`src/rtl/sem_flag_pkg.sv`:
```
// Package: shared types for the semaphore flag unit.
// Assumes: both ports use the same flag count and data width.
package sem_flag_pkg;

    // Per-flag state held in each flag cell
    typedef struct packed {
        logic own_l;   // left port owns the flag
        logic own_r;   // right port owns the flag
        logic pend_l;  // left request waiting for release
        logic pend_r;  // right request waiting for release
    } sem_cell_t;

    localparam sem_cell_t SEM_CELL_IDLE = '{own_l: 1'b0, own_r: 1'b0,
                                            pend_l: 1'b0, pend_r: 1'b0};

endpackage

```
`src/rtl/sem_port_decode.sv`:
```
// Module: sem_port_decode
// Turns one port's strobes into per-flag request and release pulses,
// and a read-active qualifier.
// Assumes: strobes are sampled on the rising clock edge by the consumers;
// only the write value bit (data bit 0) is passed in.
module sem_port_decode #(
    parameter int NUM_FLAGS = 8,
    parameter int ADDR_W    = $clog2(NUM_FLAGS)
) (
    input  logic                 sem_en,
    input  logic                 wr,
    input  logic                 oe,
    input  logic [ADDR_W-1:0]    addr,
    input  logic                 wbit,
    output logic [NUM_FLAGS-1:0] req_vec,
    output logic [NUM_FLAGS-1:0] rel_vec,
    output logic                 rd_act
);

    logic wr_act;

    // Qualify write and read cycles from the select and direction strobes
    always_comb begin
        wr_act = sem_en && wr;
        rd_act = sem_en && !wr && oe;
    end

    // One decoder slice per flag: request on 0, release on 1
    for (genvar i = 0; i < NUM_FLAGS; i++) begin : g_dec
        always_comb begin
            req_vec[i] = wr_act && !wbit && (addr == ADDR_W'(i));
            rel_vec[i] = wr_act &&  wbit && (addr == ADDR_W'(i));
        end
    end

endmodule

```
`src/rtl/sem_flag_cell.sv`:
```
// Module: sem_flag_cell
// Holds ownership and pending state of one flag.
// Releases apply first, then new requests, then a free flag is handed
// to a pending requester, the left port first.
// Assumes: per port, request and release are never both high.
module sem_flag_cell
    import sem_flag_pkg::*;
(
    input  logic      clk,
    input  logic      rst_n,
    input  logic      req_l,
    input  logic      rel_l,
    input  logic      req_r,
    input  logic      rel_r,
    output sem_cell_t state
);

    sem_cell_t nxt;

    // Next-state: release, record request, grant free flag
    always_comb begin
        nxt = state;
        if (rel_l) begin
            nxt.own_l  = 1'b0;
            nxt.pend_l = 1'b0;
        end
        if (rel_r) begin
            nxt.own_r  = 1'b0;
            nxt.pend_r = 1'b0;
        end
        if (req_l && !nxt.own_l) nxt.pend_l = 1'b1;
        if (req_r && !nxt.own_r) nxt.pend_r = 1'b1;
        if (!nxt.own_l && !nxt.own_r) begin
            if (nxt.pend_l) begin
                nxt.own_l  = 1'b1;
                nxt.pend_l = 1'b0;
            end else if (nxt.pend_r) begin
                nxt.own_r  = 1'b1;
                nxt.pend_r = 1'b0;
            end
        end
    end

    // State register with synchronous reset to free
    always_ff @(posedge clk) begin
        if (!rst_n) state <= SEM_CELL_IDLE;
        else        state <= nxt;
    end

endmodule

```
`src/rtl/sem_read_latch.sv`:
```
// Module: sem_read_latch
// Captures one port's view of the addressed flag when a read starts
// (or its address changes) and holds it while the read lasts.
// Drives the value on every data line, zeros when not reading.
// Assumes: view bit is 0 where this port owns the flag, else 1.
module sem_read_latch #(
    parameter int NUM_FLAGS = 8,
    parameter int ADDR_W    = $clog2(NUM_FLAGS),
    parameter int DATA_W    = 16
) (
    input  logic                 clk,
    input  logic                 rst_n,
    input  logic                 rd_act,
    input  logic [ADDR_W-1:0]    addr,
    input  logic [NUM_FLAGS-1:0] view,
    output logic [DATA_W-1:0]    rdata
);

    logic              rd_q;
    logic [ADDR_W-1:0] addr_q;
    logic              bit_q;
    logic              start;

    // A new read begins on its first cycle or on an address change
    always_comb begin
        start = rd_act && (!rd_q || (addr != addr_q));
    end

    // Read tracking and value capture
    always_ff @(posedge clk) begin
        if (!rst_n) begin
            rd_q   <= 1'b0;
            addr_q <= '0;
            bit_q  <= 1'b1;
        end else begin
            rd_q <= rd_act;
            if (start) begin
                addr_q <= addr;
                bit_q  <= view[addr];
            end
        end
    end

    // Replicate the held value onto the whole bus during a read
    always_comb begin
        rdata = rd_q ? {DATA_W{bit_q}} : '0;
    end

endmodule

```
`src/rtl/sem_flag_unit.sv`:
```
// Module: sem_flag_unit (top)
// Shared lock flags between a left and a right port. Each port claims a
// flag with a zero write, reads it back (0 = owned by this port), and
// releases with a one write. Conflicting requests wait as pending;
// same-edge ties go to the left port.
// Assumes: NUM_FLAGS is a power of two; all strobes synchronous to clk.
module sem_flag_unit
    import sem_flag_pkg::*;
#(
    parameter int NUM_FLAGS = 8,
    parameter int DATA_W    = 16,
    localparam int ADDR_W   = $clog2(NUM_FLAGS)
) (
    input  logic              clk,
    input  logic              rst_n,
    input  logic              l_sem_en,
    input  logic              l_wr,
    input  logic              l_oe,
    input  logic [ADDR_W-1:0] l_addr,
    input  logic [DATA_W-1:0] l_wdata,
    output logic [DATA_W-1:0] l_rdata,
    input  logic              r_sem_en,
    input  logic              r_wr,
    input  logic              r_oe,
    input  logic [ADDR_W-1:0] r_addr,
    input  logic [DATA_W-1:0] r_wdata,
    output logic [DATA_W-1:0] r_rdata
);

    logic [NUM_FLAGS-1:0] l_req, l_rel, r_req, r_rel;
    logic                 l_rd, r_rd;
    logic [NUM_FLAGS-1:0] own_l_vec, own_r_vec, pend_l_vec, pend_r_vec;
    logic [NUM_FLAGS-1:0] l_view, r_view;
    logic                 unused_wdata_hi;

    // Upper write data bits carry no meaning for a flag write
    always_comb begin
        unused_wdata_hi = ^{l_wdata[DATA_W-1:1], r_wdata[DATA_W-1:1]};
    end

    sem_port_decode #(.NUM_FLAGS(NUM_FLAGS), .ADDR_W(ADDR_W)) u_dec_l (
        .sem_en (l_sem_en),
        .wr     (l_wr),
        .oe     (l_oe),
        .addr   (l_addr),
        .wbit   (l_wdata[0]),
        .req_vec(l_req),
        .rel_vec(l_rel),
        .rd_act (l_rd)
    );

    sem_port_decode #(.NUM_FLAGS(NUM_FLAGS), .ADDR_W(ADDR_W)) u_dec_r (
        .sem_en (r_sem_en),
        .wr     (r_wr),
        .oe     (r_oe),
        .addr   (r_addr),
        .wbit   (r_wdata[0]),
        .req_vec(r_req),
        .rel_vec(r_rel),
        .rd_act (r_rd)
    );

    // One cell per flag
    for (genvar i = 0; i < NUM_FLAGS; i++) begin : g_flag
        sem_cell_t st;

        sem_flag_cell u_cell (
            .clk  (clk),
            .rst_n(rst_n),
            .req_l(l_req[i]),
            .rel_l(l_rel[i]),
            .req_r(r_req[i]),
            .rel_r(r_rel[i]),
            .state(st)
        );

        // Flatten cell state into per-port vectors and views
        always_comb begin
            own_l_vec[i]  = st.own_l;
            own_r_vec[i]  = st.own_r;
            pend_l_vec[i] = st.pend_l;
            pend_r_vec[i] = st.pend_r;
            l_view[i]     = !st.own_l;
            r_view[i]     = !st.own_r;
        end
    end

    sem_read_latch #(.NUM_FLAGS(NUM_FLAGS), .ADDR_W(ADDR_W), .DATA_W(DATA_W)) u_rd_l (
        .clk   (clk),
        .rst_n (rst_n),
        .rd_act(l_rd),
        .addr  (l_addr),
        .view  (l_view),
        .rdata (l_rdata)
    );

    sem_read_latch #(.NUM_FLAGS(NUM_FLAGS), .ADDR_W(ADDR_W), .DATA_W(DATA_W)) u_rd_r (
        .clk   (clk),
        .rst_n (rst_n),
        .rd_act(r_rd),
        .addr  (r_addr),
        .view  (r_view),
        .rdata (r_rdata)
    );

endmodule

```
`config.mk`:
```
export PLATFORM = sky130hd
export DESIGN_NAME = sem_flag_unit
export DESIGN_NICKNAME = d
export VERILOG_FILES = /design/src/rtl/sem_flag_pkg.sv /design/src/rtl/sem_port_decode.sv /design/src/rtl/sem_flag_cell.sv /design/src/rtl/sem_read_latch.sv /design/src/rtl/sem_flag_unit.sv
export SDC_FILE = /design/constraint.sdc
export NUM_CORES = 1
export LEC_CHECK = 0
export BUFFER_PORTS_ARGS = -buffer_cell sky130_fd_sc_hd__buf_2
export CAP_MARGIN = 20
export CORE_MARGIN = 2
export CORE_UTILIZATION = 45
export DETAILED_ROUTE_END_ITERATION = 7
export HOLD_SLACK_MARGIN = 0.1
export MAX_ROUTING_LAYER = met4
export PLACE_DENSITY_LB_ADDON = 0.3
export SKIP_CTS_REPAIR_TIMING = 1
export SYNTH_ARGS = -nofsm -noshare
export SYNTH_HDL_FRONTEND = slang
export SYNTH_SLANG_ARGS = --single-unit
```
`constraint.sdc`:
```
create_clock -name clk -period 1.2 [get_ports clk]
set_input_delay 0 -clock clk [delete_from_list [all_inputs] [get_ports clk]]
set_output_delay 0 -clock clk [all_outputs]
set_load 0.02 [all_outputs]
```
==> impl_metrics.tcl <==
set metrics [dict create \
    status "finished, violations left" \
    violations "setup timing" \
    start_util_pct 47.43 \
    synth.top_cell.area_share_pct 36.80 \
    crit_chain "mux4_2 -> mux2i_1 -> mux2i_1 -> nand2_1" \
    critPathMaxStageDelay_ps 470 \
    setup_tns_ps -5.409 \
    crit_path_start_kind "flop" \
    numPortBuffers 47 \
    grt_use_met3_pct 4.016 \
    critPathSlowestCell "mux4_2" \
    worstPathRequired_ps 1440 \
    maxCapViolCount 0 \
    hold_class "primary input to flop" \
    grt_pass1_wl_um 8369 \
    cts_tree "done" \
    die_x_um 75.26 \
    numCtsBuffers 5 \
    dp_hpwl_um 3790 \
    rsz0062_at_grt "true" \
    htreeDepth 2 \
    tightest_slew_ps 334.2 \
    period_needed_ps 1205 \
    synth-seq-area-share_pct 36.80 \
    cp.arrival_ps 1450 \
    nNetsFinal 332 \
    synth_area_um2 2285 \
    layout_commonest_cell "buf_2" \
    drc 0 \
    cp-end-kind "flop" \
    synth-warning-count 0 \
    synthCells 249 \
    cpMostUsedCell "mux2i_1" \
    die-area_um2 5663 \
    cts.sinks 42 \
    diodes 0 \
    power_density_nw_per_um2 1108 \
    synth.largest_area_cell "dfxtp_1" \
    grt_util_met2_pct 33.04 \
    synthTopCellsByArea "dfxtp_1 37%, buf_4 9.9%, o21ai_0 5.3%" \
    final_layout_size_suffix_gt1_share_pct 32.17 \
    grt_max_degree 20 \
    cts_buffer_depth 2 \
    area_growth_pct 14.79 \
    vias 1939 \
    place_congestion 0.7592 \
    drtAntennaViolNets 0 \
    clk_pin_slew_ps 70 \
    worstPathMaxFanout 3 \
    grt_overflow 0 \
    mostFrequentLayoutCells "47 x buf_2, 39 x dfxtp_1, 24 x o21ai_0, 24 x buf_4" \
    initialDrtViolationCount 74 \
    grt_use_met1_pct 25.33 \
    irDropWorstVdd_v 0.0006428 \
    pre_cts_ws_ps -157.2 \
    max_clock_freq_ghz 0.8296 \
    grt.busiest_layer "met2" \
    leakage_uw 0.001307 \
    io_pins 78 \
    setup_ws_ps -5.409 \
    setup_violations 1 \
    std_cell_rows 25 \
    reg2reg_slack_ps -5 \
    routedWlPerCell_um 14.20 \
    viasPerCell 5.493 \
    antenna_found_initial 0 \
    nFillCells 478 \
    die_h_um 75.26 \
    period_share_pct 100.5 \
    routed_wl_um 5012 \
    cts-root-buf "clkbuf_8" \
    grt_pass1_vias 1820 \
    drt-pass1-iter-count 4 \
    yosysUniqueCellTypes 31 \
    finalMaxSlewViolations 0 \
    ys_ff_latch 42 \
    synth_nets 295 \
    crit_type "flop to flop" \
    clock_skew_ps 7.027 \
    max_slew_margin_pct 77.48 \
    hold_violations 0 \
    insertion_delay_ps 300 \
    track_usage_pct 20.34 \
    avgSynthCellArea_um2 9.175 \
    coreArea_um2 4817 \
]
## worst max-delay path, delay by kind of cell, from the launching register on
| family | cells | cell delay, ps |
|---|---|---|
| flops | 1 | 340 |
| simple gates | 1 | 80 |
| mux | 3 | 730 |
## through the flow
stage | power (uW) | area [um^2] | hold slack [ps] | instances | utilization [%]
CTS | 2921 | 2597 | 27.22 | 351 | 53.92
detailed placement | 1774 | 2485 | 339.6 | 344 | 51.58
finish | 2906 | 2623 | 89.23 | 353 | 54.44
global route | 3006 | 2623 | 112.8 | 353 | 54.44
floorplan | 1685 | 2285 | 255.4 | 249 | -
global placement | 1768 | 2485 | 339.4 | 344 | 51.58
## worst paths after layout
check / endpoint / cells past startpoint / from
hold reg to reg: u_rd_l.bit_q$_SDFFE_PN1P_ / 2 / u_rd_l.bit_q$_SDFFE_PN1P_
setup reg to reg: u_rd_r.bit_q$_SDFFE_PN1P_ / 4 / g_flag[4].u_cell.state[2]$_SDFF_PN0_
hold / removal: u_rd_r.addr_q[2]$_SDFFE_PN0P_ / 4 / r_addr[2]
setup / recovery: u_rd_r.bit_q$_SDFFE_PN1P_ / 4 / g_flag[4].u_cell.state[2]$_SDFF_PN0_
## kinds of logic after synthesis
kind of cell | Yosys count | synth area share [%]
AOI/OAI and AO/OA | 74 | 22.02
xor gates and xnor gates | 6 | 2.300
buffers and inverters | 43 | 12.92
DFF | 42 | 36.80
muxes | 14 | 8.325
and+or+nand+nor | 70 | 17.63
## flip-flops by register name (all words and copies together) (netlist names)
| name | flops |
|---|---|
| g_flag.u_cell.state | 32 |
| u_rd_l.addr_q | 3 |
| u_rd_r.addr_q | 3 |
| u_rd_l.bit_q | 1 |
| u_rd_l.rd_q | 1 |
| u_rd_r.bit_q | 1 |
| u_rd_r.rd_q | 1 |
## cell type report
class                      count  area (um^2)  share of cell area (%)
clock buffer                   6        82.58                   3.149
clock inverter                 1        30.03                   1.145
inverter                       1        3.754                  0.1431
multi-input combinational    164         1152                   43.94
sequential                    42        844.6                   32.20
tap                           67        83.83                   3.197
timing repair buffer          72        425.4                   16.22
## cell usage after synthesis, drive strengths merged
| cell | count |
|---|---|
| a21oi | 8 |
| a41oi | 2 |
| and2 | 2 |
| and3 | 8 |
| buf | 37 |
| clkbuf | 5 |
| dfxtp | 42 |
| inv | 1 |
| mux2i | 10 |
| mux4 | 4 |
| nand2 | 12 |
| nand2b | 4 |
| nand3b | 2 |
| nand4 | 2 |
| nand4b | 4 |
| nand4bb | 2 |
| nor2 | 8 |
| nor3 | 16 |
| o21a | 16 |
| o21ai | 32 |
| o21ba | 8 |
| o32ai | 8 |
| or2 | 10 |
| xnor2 | 6 |
## report_power, final
group	internal, uW	total, uW	switching, uW
clock	666	1160	494
combinational	135	327	192
sequential	1410	1420	10.9
total	2210	2910	697
## routing by layer
layer / routed length (um) / vias to the layer above
met4: 87 / 0
met5: 0 / -
met2: 2398 / 60
met3: 257 / 8
met1: 2270 / 927
li1: - / 944
Note: power is estimated with default switching activity, not from simulation.
